$ cat src/rtl/misalign_pkg.sv
package misalign_pkg;
  typedef enum logic [2:0] {
    ST_IDLE, ST_C1_ADDR, ST_C1_WAIT, ST_C2_ADDR, ST_C2_WAIT, ST_DONE
  } seq_state_e;
endpackage

$ cat src/rtl/lane_steer.sv
module lane_steer #(
  parameter int LANES = 4,
  localparam int DW = 8 * LANES,
  localparam int OW = $clog2(LANES)
) (
  input  logic [OW-1:0]    off_i,
  input  logic [1:0]       size_i,
  input  logic [DW-1:0]    wdata_i,
  output logic [LANES-1:0] lo_be_o,
  output logic [LANES-1:0] hi_be_o,
  output logic [DW-1:0]    lo_data_o,
  output logic [DW-1:0]    hi_data_o,
  output logic             split_o
);
  logic [2*LANES-1:0] len_mask, span;
  logic [2*DW-1:0]    wide;

  always_comb begin
    len_mask = '0;
    for (int i = 0; i < LANES; i++)
      if (i < (32'sd1 <<< size_i)) len_mask[i] = 1'b1;
    span = len_mask << off_i;
    wide = {{DW{1'b0}}, wdata_i} << {off_i, 3'b000};
  end

  assign lo_be_o   = span[LANES-1:0];
  assign hi_be_o   = span[2*LANES-1:LANES];
  assign lo_data_o = wide[DW-1:0];
  assign hi_data_o = wide[2*DW-1:DW];
  assign split_o   = |hi_be_o;
endmodule

$ cat src/rtl/read_merge.sv
module read_merge #(
  parameter int LANES = 4,
  localparam int DW = 8 * LANES,
  localparam int OW = $clog2(LANES)
) (
  input  logic          clk_i,
  input  logic          rst_ni,
  input  logic          cap_lo_i,
  input  logic          cap_hi_i,
  input  logic [DW-1:0] bus_rdata_i,
  input  logic [OW-1:0] off_i,
  input  logic [1:0]    size_i,
  output logic [DW-1:0] rdata_o
);
  logic [DW-1:0]   hold_lo, hold_hi;
  logic [2*DW-1:0] shifted;

  always_ff @(posedge clk_i or negedge rst_ni) begin
    if (!rst_ni) begin
      hold_lo <= '0;
      hold_hi <= '0;
    end else begin
      if (cap_lo_i) hold_lo <= bus_rdata_i;
      if (cap_hi_i) hold_hi <= bus_rdata_i;
    end
  end

  always_comb begin
    shifted = {hold_hi, hold_lo} >> {off_i, 3'b000};
    rdata_o = '0;
    for (int i = 0; i < LANES; i++)
      if (i < (32'sd1 <<< size_i)) rdata_o[8*i +: 8] = shifted[8*i +: 8];
  end
endmodule

$ cat src/rtl/seq_ctrl.sv
module seq_ctrl
  import misalign_pkg::*;
(
  input  logic       clk_i,
  input  logic       rst_ni,
  input  logic       start_i,
  input  logic       split_i,
  input  logic       hi_first_i,
  input  logic       rdy_i,
  output seq_state_e state_o,
  output logic       ads_o,
  output logic       active_o,
  output logic       use_hi_o,
  output logic       cap_lo_o,
  output logic       cap_hi_o,
  output logic       done_o,
  output logic       idle_o
);
  seq_state_e state_q, state_d;
  logic waiting, second;

  always_comb begin
    state_d = state_q;
    unique case (state_q)
      ST_IDLE:    if (start_i) state_d = ST_C1_ADDR;
      ST_C1_ADDR: state_d = ST_C1_WAIT;
      ST_C1_WAIT: if (rdy_i) state_d = split_i ? ST_C2_ADDR : ST_DONE;
      ST_C2_ADDR: state_d = ST_C2_WAIT;
      ST_C2_WAIT: if (rdy_i) state_d = ST_DONE;
      ST_DONE:    state_d = ST_IDLE;
      default:    state_d = ST_IDLE;
    endcase
  end

  always_ff @(posedge clk_i or negedge rst_ni) begin
    if (!rst_ni) state_q <= ST_IDLE;
    else         state_q <= state_d;
  end

  assign second   = (state_q == ST_C2_ADDR) || (state_q == ST_C2_WAIT);
  assign waiting  = (state_q == ST_C1_WAIT) || (state_q == ST_C2_WAIT);
  assign ads_o    = (state_q == ST_C1_ADDR) || (state_q == ST_C2_ADDR);
  assign active_o = ads_o || waiting;
  // upper doubleword served in phase 2 normally, phase 1 when reversed
  assign use_hi_o = second ^ hi_first_i;
  assign cap_lo_o = waiting && rdy_i && !use_hi_o;
  assign cap_hi_o = waiting && rdy_i && use_hi_o;
  assign done_o   = (state_q == ST_DONE);
  assign idle_o   = (state_q == ST_IDLE);
  assign state_o  = state_q;

  assert_ads_pulse_R2: assert property (@(posedge clk_i) disable iff (!rst_ni)
    ads_o |=> !ads_o);
  assert_done_pulse_R5: assert property (@(posedge clk_i) disable iff (!rst_ni)
    done_o |=> (!done_o && idle_o));
  assert_early_rdy_ignored_R8: assert property (@(posedge clk_i) disable iff (!rst_ni)
    ads_o |=> (!done_o && !ads_o && active_o));
endmodule

$ cat src/rtl/misalign_splitter.sv
module misalign_splitter
  import misalign_pkg::*;
#(
  parameter int ADDR_W = 32,
  parameter int LANES  = 4,
  localparam int DW    = 8 * LANES,
  localparam int OW    = $clog2(LANES),
  localparam int DWA_W = ADDR_W - OW
) (
  input  logic              clk_i,
  input  logic              rst_ni,
  input  logic              req_valid_i,
  output logic              req_ready_o,
  input  logic [ADDR_W-1:0] req_addr_i,
  input  logic [1:0]        req_size_i,
  input  logic              req_io_i,
  input  logic              req_write_i,
  input  logic              req_lock_i,
  input  logic [DW-1:0]     req_wdata_i,
  output logic              done_o,
  output logic [DW-1:0]     rdata_o,
  output logic              bus_ads_o,
  output logic [DWA_W-1:0]  bus_addr_o,
  output logic [LANES-1:0]  bus_be_o,
  output logic              bus_mio_o,
  output logic              bus_wr_o,
  output logic [DW-1:0]     bus_wdata_o,
  input  logic [DW-1:0]     bus_rdata_i,
  input  logic              bus_rdy_i,
  output logic              bus_lock_o,
  output logic              bus_split_o
);
  logic [DWA_W-1:0] dwa_q;
  logic [OW-1:0]    off_q;
  logic [1:0]       size_q;
  logic             io_q, wr_q, lock_q;
  logic [DW-1:0]    wdata_q;

  logic             start, idle, active, use_hi, cap_lo, cap_hi, split, hi_first;
  logic [LANES-1:0] lo_be, hi_be;
  logic [DW-1:0]    lo_data, hi_data;
  seq_state_e       state;

  assign start = req_valid_i && idle;

  always_ff @(posedge clk_i or negedge rst_ni) begin
    if (!rst_ni) begin
      dwa_q   <= '0;
      off_q   <= '0;
      size_q  <= '0;
      io_q    <= 1'b0;
      wr_q    <= 1'b0;
      lock_q  <= 1'b0;
      wdata_q <= '0;
    end else if (start) begin
      dwa_q   <= req_addr_i[ADDR_W-1:OW];
      off_q   <= req_addr_i[OW-1:0];
      size_q  <= req_size_i;
      io_q    <= req_io_i;
      wr_q    <= req_write_i;
      lock_q  <= req_lock_i;
      wdata_q <= req_wdata_i;
    end
  end

  lane_steer #(.LANES(LANES)) u_steer (
    .off_i(off_q), .size_i(size_q), .wdata_i(wdata_q),
    .lo_be_o(lo_be), .hi_be_o(hi_be), .lo_data_o(lo_data), .hi_data_o(hi_data),
    .split_o(split)
  );

  assign hi_first = split && io_q && wr_q;

  seq_ctrl u_ctrl (
    .clk_i(clk_i), .rst_ni(rst_ni), .start_i(start), .split_i(split),
    .hi_first_i(hi_first), .rdy_i(bus_rdy_i), .state_o(state), .ads_o(bus_ads_o),
    .active_o(active), .use_hi_o(use_hi), .cap_lo_o(cap_lo), .cap_hi_o(cap_hi),
    .done_o(done_o), .idle_o(idle)
  );

  read_merge #(.LANES(LANES)) u_merge (
    .clk_i(clk_i), .rst_ni(rst_ni), .cap_lo_i(cap_lo), .cap_hi_i(cap_hi),
    .bus_rdata_i(bus_rdata_i), .off_i(off_q), .size_i(size_q), .rdata_o(rdata_o)
  );

  assign req_ready_o = idle;
  assign bus_addr_o  = dwa_q + DWA_W'(use_hi);
  assign bus_be_o    = active ? (use_hi ? hi_be : lo_be) : '0;
  assign bus_wdata_o = (active && wr_q) ? (use_hi ? hi_data : lo_data) : '0;
  assign bus_mio_o   = active && !io_q;
  assign bus_wr_o    = active && wr_q;
  assign bus_lock_o  = active && lock_q;
  assign bus_split_o = active && lock_q && split;

  assert_split_needs_lock_R6: assert property (@(posedge clk_i) disable iff (!rst_ni)
    bus_split_o |-> bus_lock_o);
  assert_lock_held_R6: assert property (@(posedge clk_i) disable iff (!rst_ni)
    (bus_lock_o && !(state == ST_C2_WAIT && bus_rdy_i)
     && !(state == ST_C1_WAIT && bus_rdy_i && !split)) |=> bus_lock_o);
  assert_busy_not_ready_R7: assert property (@(posedge clk_i) disable iff (!rst_ni)
    bus_ads_o |-> !req_ready_o);
  assert_be_present_R1: assert property (@(posedge clk_i) disable iff (!rst_ni)
    bus_ads_o |-> (bus_be_o != '0));
  assert_addr_stable_R3: assert property (@(posedge clk_i) disable iff (!rst_ni)
    (bus_be_o != '0 && !bus_ads_o && !bus_rdy_i) |=> $stable(bus_addr_o));
endmodule

$ cat config.mk
export PLATFORM = sky130hd
export DESIGN_NAME = misalign_splitter
export DESIGN_NICKNAME = d
export VERILOG_FILES = /design/src/rtl/misalign_pkg.sv /design/src/rtl/lane_steer.sv /design/src/rtl/read_merge.sv /design/src/rtl/seq_ctrl.sv /design/src/rtl/misalign_splitter.sv
export SDC_FILE = /design/constraint.sdc
export NUM_CORES = 1
export LEC_CHECK = 0
export BUFFER_PORTS_ARGS = -buffer_cell sky130_fd_sc_hd__buf_2
export CORE_ASPECT_RATIO = 2
export CORE_MARGIN = 5
export CORE_UTILIZATION = 45
export DETAILED_ROUTE_END_ITERATION = 6
export PLACE_DENSITY = 0.8
export SETUP_SLACK_MARGIN = 0.15
export SLEW_MARGIN = 20
export SYNTH_ARGS = -nofsm -noshare
export SYNTH_HDL_FRONTEND = slang
export SYNTH_SLANG_ARGS = --single-unit
$ cat constraint.sdc
create_clock -name clk_i -period 9.9 [get_ports clk_i]
set_input_delay 2.97 -clock clk_i [delete_from_list [all_inputs] [get_ports clk_i]]
set_output_delay 2.97 -clock clk_i [all_outputs]
set_load 0.1 [all_outputs]
# Word level (Yosys, flattened, before mapping)
# Index checks and enable logic that the tools add are counted.
# classes
n_shift	4
bitwise_logic	1
reduce_logical	19
eq_ne	8
n_mux	17
n_addsub	1
order_cmp	4
# ops
cell	n
< comparator 3 x 32 -> 1 bit, first input constant	2
two-way mux 32 bit	2
left shift 32 x 5 -> 64 bit	1
right shift 64 x 5 -> 32 bit	1
< comparator 1 x 32 -> 1 bit, first input constant	1
< comparator 2 x 32 -> 1 bit, first input constant	1
two-way mux 8 bit	4
<<< shifter 2 x 2 -> 32 bit, first input constant	1
adder 30 x 1 -> 30 bit	1
case mux 3 bit (5 select lines)	1
two-way mux 3 bit	4
logical AND 1 bit	10
two-way mux 4 bit	2
left shift 4 x 2 -> 8 bit	1
equality test 3 x 2 -> 1 bit, second input constant	2
equality test 3 bit, second input constant	2
!= test 2 bit, second input constant	3
logical OR 1 bit	4
two-way mux 1 bit	4
OR reduction 4 bit	1
equality test 3 x 1 -> 1 bit, second input constant	1
logical NOT 3 bit	1
AND reduction 3 bit	1
logical NOT 1 bit	2
bitwise XOR 1 bit	1
# word_totals
wordCells	64
out_inout_bits	105
inputBits	105
ff_bits	136

# Depth between registers and ports, before layout
# Gate-level depths: netlist of the first run.
# logic_depth
ltp_word	10
depth_mapped	14
depth_no_buf	11

# By module
# From an unflattened synthesis of the first run, not the netlist that was laid out.
# unflattened
hier_cells	693
hier_area_um2	7925.1
# modules_own_cells
module	cells_per_inst	area_each_um2	seq_area_each_um2	n_inst
misalign_splitter	331	3716.1	1726.7	1
read_merge	206	2940.3	1401.3	1
lane_steer	127	1022.2	0.0	1
seq_ctrl	29	246.5	75.1	1

# Least setup slack after synthesis of the first run
# Ideal clock, no wire load.
# synth_path
kind	register to output
start	reg u_ctrl.state_q[1], in the netlist u_ctrl.state_o[1]
end	out bus_addr_o[28]
n_path_buf	3
slack_ns	2.524
stages_incl_launch_ff	15
t_arrival_ns	4.406
required_time_ns	6.930
path_cell_list	dfrtp_1 buf_2 nor2_1 a22oi_2 xor2_4 inv_2 buf_6 buf_2 ha_1 ha_1 nand2_1 nor4_1 and4_1 nand4_1 xnor2_1
# synth_between
elab_chain_cells	4
elab_cells_between_ends	5
classes_between	add/sub: 1; eq/ne: 2; bitwise: 1; reduce/logical: 1
# synth_rtl
item	line_no	rtl
start, declared	seq_ctrl.sv:19	seq_state_e state_q, state_d;
start signal, assigned	seq_ctrl.sv:37	else state_q <= state_d;
equality test 3 x 2 -> 1 bit or equality test 3 bit (tied branches)	seq_ctrl.sv:40	assign second = (state_q == ST_C2_ADDR) || (state_q == ST_C2_WAIT);
logical OR 1 bit (*)	seq_ctrl.sv:40	
bitwise XOR 1 bit (*)	seq_ctrl.sv:45	assign use_hi_o = second ^ hi_first_i;
adder 30 x 1 -> 30 bit (*)	misalign_splitter.sv:87	assign bus_addr_o = dwa_q + DWA_W'(use_hi);
end, declared	misalign_splitter.sv:23	output logic [DWA_W-1:0] bus_addr_o,
# Every way passes the cells marked *; elsewhere a longest branch is shown, timed or not.

# Worst setup path after layout of the first run
# layout_path
start	reg off_q[0]
end	out bus_addr_o[28]
# layout_between
elab_chain_cells	6
# layout_rtl
item	line_no	rtl
start, declared	misalign_splitter.sv:34	logic [OW-1:0] off_q;
start signal, assigned	misalign_splitter.sv:57	off_q <= req_addr_i[OW-1:0];
left shift 4 x 2 -> 8 bit	lane_steer.sv:22	span = len_mask << off_i;
OR reduction 4 bit	lane_steer.sv:30	assign split_o = |hi_be_o;
logical AND 1 bit (2 in series)	misalign_splitter.sv:72	assign hi_first = split && io_q && wr_q;
bitwise XOR 1 bit	seq_ctrl.sv:45	
adder 30 x 1 -> 30 bit	misalign_splitter.sv:87	
# No other way between the ends.

==> results of run 1 <==
-- worst max path at each step --
stage                 startpoint              to  slack (ps)
2_1_floorplan  u_ctrl.state_o[1]  bus_addr_o[28]        2520
3_3_place_gp            off_q[0]  bus_addr_o[28]        2410
3_5_place_dp            off_q[0]  bus_addr_o[28]        2270
4_1_cts                 off_q[0]  bus_addr_o[28]        1780
5_1_grt                 off_q[0]  bus_addr_o[28]        1330
6_report                off_q[0]  bus_addr_o[28]        1750
-- layer usage --
metal  up-vias  GRT usage (%)  wire length [um]
li1       2690              -                 -
met1      2898          23.31              7256
met2       225          37.36             11000
met3        58          4.071              1171
met4         2          10.50               788
met5         -              0                13
-- logic make-up after synthesis --
kind of cell | share of synthesized area [%]
buffers and inverters | 2.797
flip-flops | 42.87
XOR/XNOR | 4.120
multiplexers | 32.37
AO/OA/AOI/OAI | 5.108
adder cells (fa/ha/maj) | 0.3349
AND/OR/NAND/NOR | 12.39
-- registers in the layout, indices dropped and copies added, names as in the netlist --
register	cells
wr_q	1
dwa_q	30
u_ctrl.state_o	3
off_q	2
io_q	1
size_q	2
lock_q	1
u_merge.hold_hi	24
wdata_q	32
u_merge.hold_lo	32
-- layout make-up --
cell class,instances,area share (%)
Sequential cell,128,34.77
Antenna cell,5,0.1356
Timing Repair Buffer,213,11.73
Multi-Input combinational cell,458,44.11
Clock buffer,20,4.841
Tap cell,204,2.766
Clock inverter,12,1.478
Inverter,4,0.1627
-- cell usage in the layout, fill, tap and decap left out, drive strengths merged, types with 2 or more instances in the layout --
master      n
dfrtp     128
nand3      36
nor2       27
and2       28
xor2       13
and3        4
nor4        2
nor2b      22
o21ai      19
buf       213
clkbuf     20
nor3        4
mux2      133
ha          2
o31ai       3
bufinv      2
xnor2      20
mux2i      20
nand4       8
diode       5
clkinv      6
a211oi      8
nand2      30
and4        3
a21oi      30
inv         5
mux4       32
clkinvlp    3
or3         8
-- per-stage QoR --
stage          hold WS [ps]  util [%]
2_1_floorplan         471.1         -
3_3_place_gp          483.5     53.03
3_5_place_dp          495.2     53.03
4_1_cts               509.2     56.61
5_1_grt               517.2     56.71
6_report              503.1     56.71
-- critical path, delay by kind of cell, from the launching register on --
| kind | cells | cell delay, ps |
|---|---|---|
| fa+ha+maj | 2 | 490 |
| xor+xnor | 2 | 410 |
| simple gates | 4 | 1200 |
| buf+inv | 2 | 940 |
| compound gates | 2 | 580 |
| flops | 1 | 1100 |
==> flow_summary.yaml, run 1 <==
synthesis:
  yosys-top-cells-area: "dfrtp_1, mux2_2, mux4_2"
  avgSynthCellArea_um2: 11.80
  yosys_register_bits: 128
  synth_edf_count: 0
  synth.cells.most_frequent: "mux2_2, dfrtp_1, nand3_1"
  syn-num-nets: 740
  yosysMostFrequentCell: "mux2_2"
  yosysTopAreaCell: "dfrtp_1"
  synth-async-reset-ratio_pct: 100.0
  synthFlopType: "dfrtp_1"
  ys_warn_count: 0
  yosysTopAreaCellShare_pct: 42.87
  syn-cell-area_mm2: 0.007471
  syn_inst: 633
  seq_area_frac_synth_pct: 42.87
  synthDistinctLibCells: 41
run_status:
  outcome: "completed"
global_route:
  first_global_vias: 5956
  antenna_found_initial: 5
  grt_overflow: 0
  grt_max_degree: 90
  grt_pass1_wl_mm: 31.32
  gr-usage-all-layers_pct: 20.99
clock_network:
  tritoncts: "yes"
  cts_buffer_depth: 2
  cts_root_buf: "clkbuf_16"
  clk_pin_slew_worst_paths_ps: 60
  worstSkewPairLatency_ps: 420
  hold_buffers: 0
  cts.sinks: 128
  post_cts_buffers: 0
  cts_buffers: 17
  cts_resized: 0
  htree_levels: 4
place:
  io_buffers: 209
  pre_cts_slack_ps: 2265
  place_hpwl_mm: 14.82
  gp_congestion: 0.9380
  post_dp_cell_area_mm2: 0.008627
  place_inst: 1007
sta:
  drv_slew: 0
  setup-tns-final_ps: 0
  tightest_slew_ps: 1020
  setup_viol: 0
  rsz0062_at_grt: "no"
  hold_violations: 0
  relSlewSlack_pct: 31.99
  post-route-period-util_pct: 82.34
  setup_slack_ps: 1748
  finalCriticalPeriod_ps: 8152
  fmax_mhz: 122.7
  clock_skew_ps: 11.44
critical_path:
  cpPeakStageDelay_ps: 1100
  rr_startpoint: "off_q[0]"
  path_class: "flip-flop to primary output"
  reg2reg_depth: 5
  cp-start-kind: "flip-flop"
  critPathRequiredTime_ps: 6930
  cp_max_fo: 65
  slowest_stage: "dfrtp_4"
  crit_chain: "o21ai_1, a21oi_4, xor2_4, inv_2, ha_1, ha_1, nand2_1, nor4_1, and4_1, nand4_1, xnor2_1, buf_2"
  path_common_cell: "ha_1"
  crit_path_end_kind: "primary output"
  worstPathArrival_ps: 5180
  r2r_slack_ps: 6710
  rr_endpoint: "u_merge.hold_lo[21]"
floorplan:
  io_pins: 210
  die_w_um: 101.1
  rows: 66
  coreArea_mm2: 0.01627
  die_area_mm2: 0.01944
  die_y_um: 192.2
  initial_core_util_pct: 45.92
finish:
  regArea_mm2: 0.003208
  nFillCells: 1426
  final_cell_area_mm2: 0.009226
  layout.nets: 929
  area_delta_synth_final_pct: 23.50
  multi_input_area_mm2: 0.004070
  drive_above_1_share_pct: 49.82
  fin_cells: 1044
route:
  wl_per_cell_um: 19.38
  dr.pass1.iters: 4
  viasPerCell: 5.625
  route.detailed.drc: 0
  antenna_left: 0
  drt-initial-drc-count: 196
  wl_mm: 20.24
  num_vias: 5873
job:
  maxCapViolCount: 0
hold_path:
  min-delay-start: "u_merge.hold_lo[6]"
  hold_end: "u_merge.hold_lo[6]"
  hp-class: "flip-flop to flip-flop"
  min_path_cells: 1
Power of run 1 is not shown: default switching activity piles up to over one toggle a cycle in this logic, so the estimate is an artifact.
==> run 2, diff against run 1 <==
Settings changed: PLACE_DENSITY 0.8 to 0.83.
Clock period 9.9 ns to 6.7 ns, I/O delays scaled along.
==> run 2 against run 1 <==
Against the previous run: worst setup slack got worse by 1100 ps; critical path depth unchanged; routed wire length increased by 1.8%; critical endpoint is now bus_addr_o[26]; largest cell class unchanged.
==> flow_summary.yaml, run 2 (synthesis gave the netlist of run 1 again) <==
run_status:
  outcome: "completed"
finish:
  mostFrequentLayoutCells: "buf_2, mux2_2, dfrtp_1"
  layout.nets: 934
  final_util_pct: 57.35
  drive_above_1_share_pct: 50.36
  reg_top3: "u_merge.hold_lo (32), wdata_q (32), dwa_q (30)"
  nFillCells: 1386
  area_delta_synth_final_pct: 24.89
  final_common_cell: "buf_2"
critical_path:
  reg2reg_depth: 4
  crit_path_end_kind: "primary output"
  path_class: "flip-flop to primary output"
  worstSetupStartpoint: "u_ctrl.state_o[2]"
  slowest_stage: "nor4_1"
  cp_max_fo: 19
  worstPathArrival_ps: 4070
  endpoint: "bus_addr_o[26]"
  r2r_slack_ps: 3980
  rr_endpoint: "wdata_q[13]"
  cpPeakStageDelay_ps: 660
  cp-start-kind: "flip-flop"
  rr_startpoint: "u_ctrl.state_o[2]"
  crit_chain: "nor2b_1, a22oi_2, xor2_4, inv_2, ha_1, ha_1, nand2_1, nor4_1, and4_1, nand2_1, xnor2_1, buf_2"
  critPathRequiredTime_ps: 4690
route:
  drt-initial-drc-count: 241
  num_vias: 5963
  viasPerCell: 5.684
  antenna_left: 0
  wl_mm: 20.60
  route.detailed.drc: 0
  wl_per_cell_um: 19.64
  dr.pass1.iters: 5
clock_network:
  tritoncts: "yes"
  worstSkewPairLatency_ps: 410
  cts_buffer_depth: 2
  hold_buffers: 0
  cts.sinks: 128
  htree_levels: 4
  cts_resized: 0
  clk_pin_slew_worst_paths_ps: 60
  cts_buffers: 17
  post_cts_buffers: 0
  cts_root_buf: "clkbuf_16"
sta:
  relSlewSlack_pct: 27.71
  finalCriticalPeriod_ps: 6083
  rsz0062_at_grt: "no"
  setup-tns-final_ps: 0
  fmax_mhz: 164.4
  drv_slew: 0
  post-route-period-util_pct: 90.79
  setup_viol: 0
  clock_skew_ps: 7.686
  tightest_slew_ps: 1084
  hold_violations: 0
place:
  io_buffers: 209
  gp_congestion: 0.9113
  place_hpwl_mm: 15.41
floorplan:
  die_area_mm2: 0.01944
  die_w_um: 101.1
  rows: 66
  initial_core_util_pct: 45.92
  die_y_um: 192.2
  io_pins: 210
  coreArea_mm2: 0.01627
hold_path:
  min-delay-start: "u_merge.hold_hi[20]"
  hp-class: "flip-flop to flip-flop"
  min_path_cells: 1
global_route:
  antenna_found_initial: 11
  grt_max_degree: 90
  gr-usage-all-layers_pct: 21.47
  grt_overflow: 0
  grt_pass1_wl_mm: 32.16
  first_global_vias: 6214
job:
  maxCapViolCount: 0
run 2: cell types whose count changed in the layout (fill, tap and decap cells not counted), sizes merged:
| cell | change |
|---|---|
| buf | +5 |
| clkinv | +1 |
| clkinvlp | -2 |
| clkbuf | -2 |
| inv | +2 |
| bufinv | +1 |
run 2: through the flow:
stage	worst slack, ps	area (um2)	std cells	hold WS, ps
6_report	617.0	9330	1049	505.1
5_1_grt	357.8	9330	1049	531.4
4_1_cts	662.8	9318	1044	505.2
3_5_place_dp	1126	8697	1012	492.5
3_3_place_gp	1219	8697	1012	483.3
2_1_floorplan	284.4	7471	633	471.1
run 2: final cells by class:
| type | instances | area (um2) | share of cell area (%) |
|---|---|---|---|
| diodes | 5 | 12.51 | 0.1341 |
| flip-flops and latches | 128 | 3211 | 34.41 |
| multi-input cells | 458 | 4070 | 43.62 |
| inverters | 4 | 15.01 | 0.1609 |
| repair buffers | 218 | 1146 | 12.28 |
| well taps | 204 | 255.2 | 2.736 |
| clock inverters | 14 | 181.4 | 1.944 |
| clock buffers | 18 | 439.2 | 4.707 |
run 2: how the worst min path moves through the flow:
stage,slack (ps),to
floorplan,470,u_merge.hold_lo[10]
global route,530,u_merge.hold_hi[19]
CTS,510,u_merge.hold_hi[17]
global placement,480,lock_q
detailed placement,490,u_merge.hold_hi[17]
finish,510,u_merge.hold_hi[20]
run 2: critical path, delay by kind of cell, from the launching register on:
kind                       cells  cell delay [ps]
and+or+nand+nor                5             1600
DFF                            1              550
buffers and inverters          2              560
xor gates and xnor gates       2              400
AOI/OAI and AO/OA              1              160
adders and majority gates      2              390
run 2: per-layer routing:
| metal | part of all wire, % | global-route usage [%] |
|---|---|---|
| met2 | 56 | 38.95 |
| met1 | 34 | 22.82 |
| met5 | 0.37 | 0 |
| met4 | 4.2 | 11.26 |
| met3 | 5.9 | 4.289 |
Power of run 2 is left out for the same reason.
==> run 3, diff against run 2 <==
Settings changed: GPL_TIMING_DRIVEN set to 0, SETUP_SLACK_MARGIN 0.15 to unset.
==> run 3 against run 2 <==
Against the previous run: critical path depth up 2; core utilization up 0.48 points; highest routed layer unchanged; non-clock buffer count up 35; routed wire length up 14%; sequential share of layout area down 0.37 points; global-route usage up 3.0 points; register-to-register slack better by 130 ps; largest cell class unchanged; via count up 5.2%; worst setup slack worse by 290 ps.
==> flow_summary.yaml, run 3 (synthesis gave the netlist of run 1 again) <==
place:
  gp_congestion: 0.9179
  place_hpwl_mm: 17.65
  io_buffers: 209
clock_network:
  cts_buffer_depth: 2
  htree_levels: 4
  tritoncts: "yes"
  cts_root_buf: "clkbuf_16"
  cts.sinks: 128
  clk_pin_slew_worst_paths_ps: 60
  worstSkewPairLatency_ps: 410
  cts_buffers: 17
sta:
  drv_slew: 0
  relSlewSlack_pct: 29.47
  finalCriticalPeriod_ps: 6374
  rsz0062_at_grt: "no"
  fmax_mhz: 156.9
  setup_viol: 0
  hold_violations: 0
  setup-tns-final_ps: 0
  tightest_slew_ps: 1058
  post-route-period-util_pct: 95.13
  clock_skew_ps: 7.139
critical_path:
  worstPathArrival_ps: 4360
  slowest_stage: "nor4_4"
  rr_endpoint: "u_merge.hold_hi[12]"
  cp_max_fo: 10
  cpPeakStageDelay_ps: 510
  r2r_slack_ps: 4110
  reg2reg_depth: 7
  crit_path_end_kind: "primary output"
  path_class: "flip-flop to primary output"
  crit_family: "simple AND/OR/NAND/NOR gates"
  cp-start-kind: "flip-flop"
  path_common_cell: "buf_2"
  crit_chain: "buf_2, nor2_1, a22oi_2, xor2_4, inv_2, buf_6, buf_2, ha_1, nand3_1, nor4_4, nand4_1, nor2_1, xor2_1, buf_2"
  path_buf_inv: 5
  rr_startpoint: "off_q[1]"
  critPathRequiredTime_ps: 4690
global_route:
  use_met3_pct: 5.198
  grt_use_met2_pct: 44.35
  grt.busiest_layer: "met2"
  first_global_vias: 6599
  gr-usage-all-layers_pct: 24.48
  antenna_found_initial: 3
  grt_max_degree: 86
  grtUsageMet1_pct: 26.47
  grt_pass1_wl_mm: 35.90
  grt_overflow: 0
hold_path:
  min-delay-start: "u_merge.hold_lo[1]"
  min_path_cells: 1
  hold_end: "u_merge.hold_lo[1]"
  hp-class: "flip-flop to flip-flop"
route:
  route.detailed.drc: 0
  antenna_left: 0
  dr.pass1.iters: 5
  viasPerCell: 5.819
  wl_per_cell_um: 21.70
  wl_mm: 23.39
  num_vias: 6273
  drt-initial-drc-count: 312
finish:
  mostFrequentLayoutCells: "buf_2, mux2_2, dfrtp_1"
  multi_input_area_mm2: 0.004076
  final_util_pct: 57.84
  final_common_cell: "buf_2"
  antenna-diode-count: 0
  layout.nets: 969
  regArea_mm2: 0.003203
  area_delta_synth_final_pct: 25.94
  nFillCells: 1382
  reg_top3: "u_merge.hold_lo (32), wdata_q (32), dwa_q (30)"
  drive_above_1_share_pct: 48.51
floorplan:
  rows: 66
  io_pins: 210
  die_y_um: 192.2
  coreArea_mm2: 0.01627
  die_area_mm2: 0.01944
  initial_core_util_pct: 45.92
  die_w_um: 101.1
job:
  maxCapViolCount: 0
run_status:
  outcome: "completed"
run 3: what timing repair did:
action	in CTS	in global routing
hold buffers	0	0
endpoints found under the setup margin	0	7
buffers inserted	0	0
resized for setup	0	4
run 3: stage by stage:
step / setup WS, ps / hold slack (ps) / area, um2 / std cells
floorplan: 284.4 / 471.1 / 7471 / 633
global placement: 584.2 / 481.7 / 8772 / 1046
detailed placement: 558.0 / 494.7 / 8810 / 1047
CTS: 59.77 / 508.1 / 9389 / 1078
global route: 46.22 / 529.6 / 9409 / 1078
finish: 326.4 / 500.3 / 9409 / 1078
run 3: worst register-to-register path, stage by stage, from the launching register on:
cell and delay, ps:
dfrtp_1 340, buf_6 180, o21ai_1 140, a21oi_4 300, mux2i_1 120, nor2_1 570
buf_2 440, mux2_2 380
run 3: metal layers:
layer  up-vias  share of wire, %
li1       2765                 -
met1      3114                34
met2       313                55
met3        75               6.8
met4         6               4.2
met5         -              0.11
run 3: final cells by class:
class                   count  share of cell area [%]
clock buffers              19                   4.707
repair buffers            210                   11.54
inverters                   4                  0.1596
plain buffers              43                   2.061
multi-input cells         458                   43.32
clock inverters            12                   1.449
well taps                 204                   2.713
flip-flops and latches    128                   34.04
run 3: worst max path at each step:
stage,to,startpoint,slack (ps),depth (start not counted)
floorplan,bus_addr_o[28],u_ctrl.state_o[1],280,14
global placement,bus_addr_o[28],u_ctrl.state_o[1],580,15
detailed placement,bus_addr_o[27],u_ctrl.state_o[1],560,14
CTS,bus_addr_o[28],u_ctrl.state_o[1],60,15
global route,bus_addr_o[25],u_ctrl.state_o[1],50,14
finish,bus_addr_o[25],u_ctrl.state_o[1],330,14
Power of run 3 is left out for the same reason.
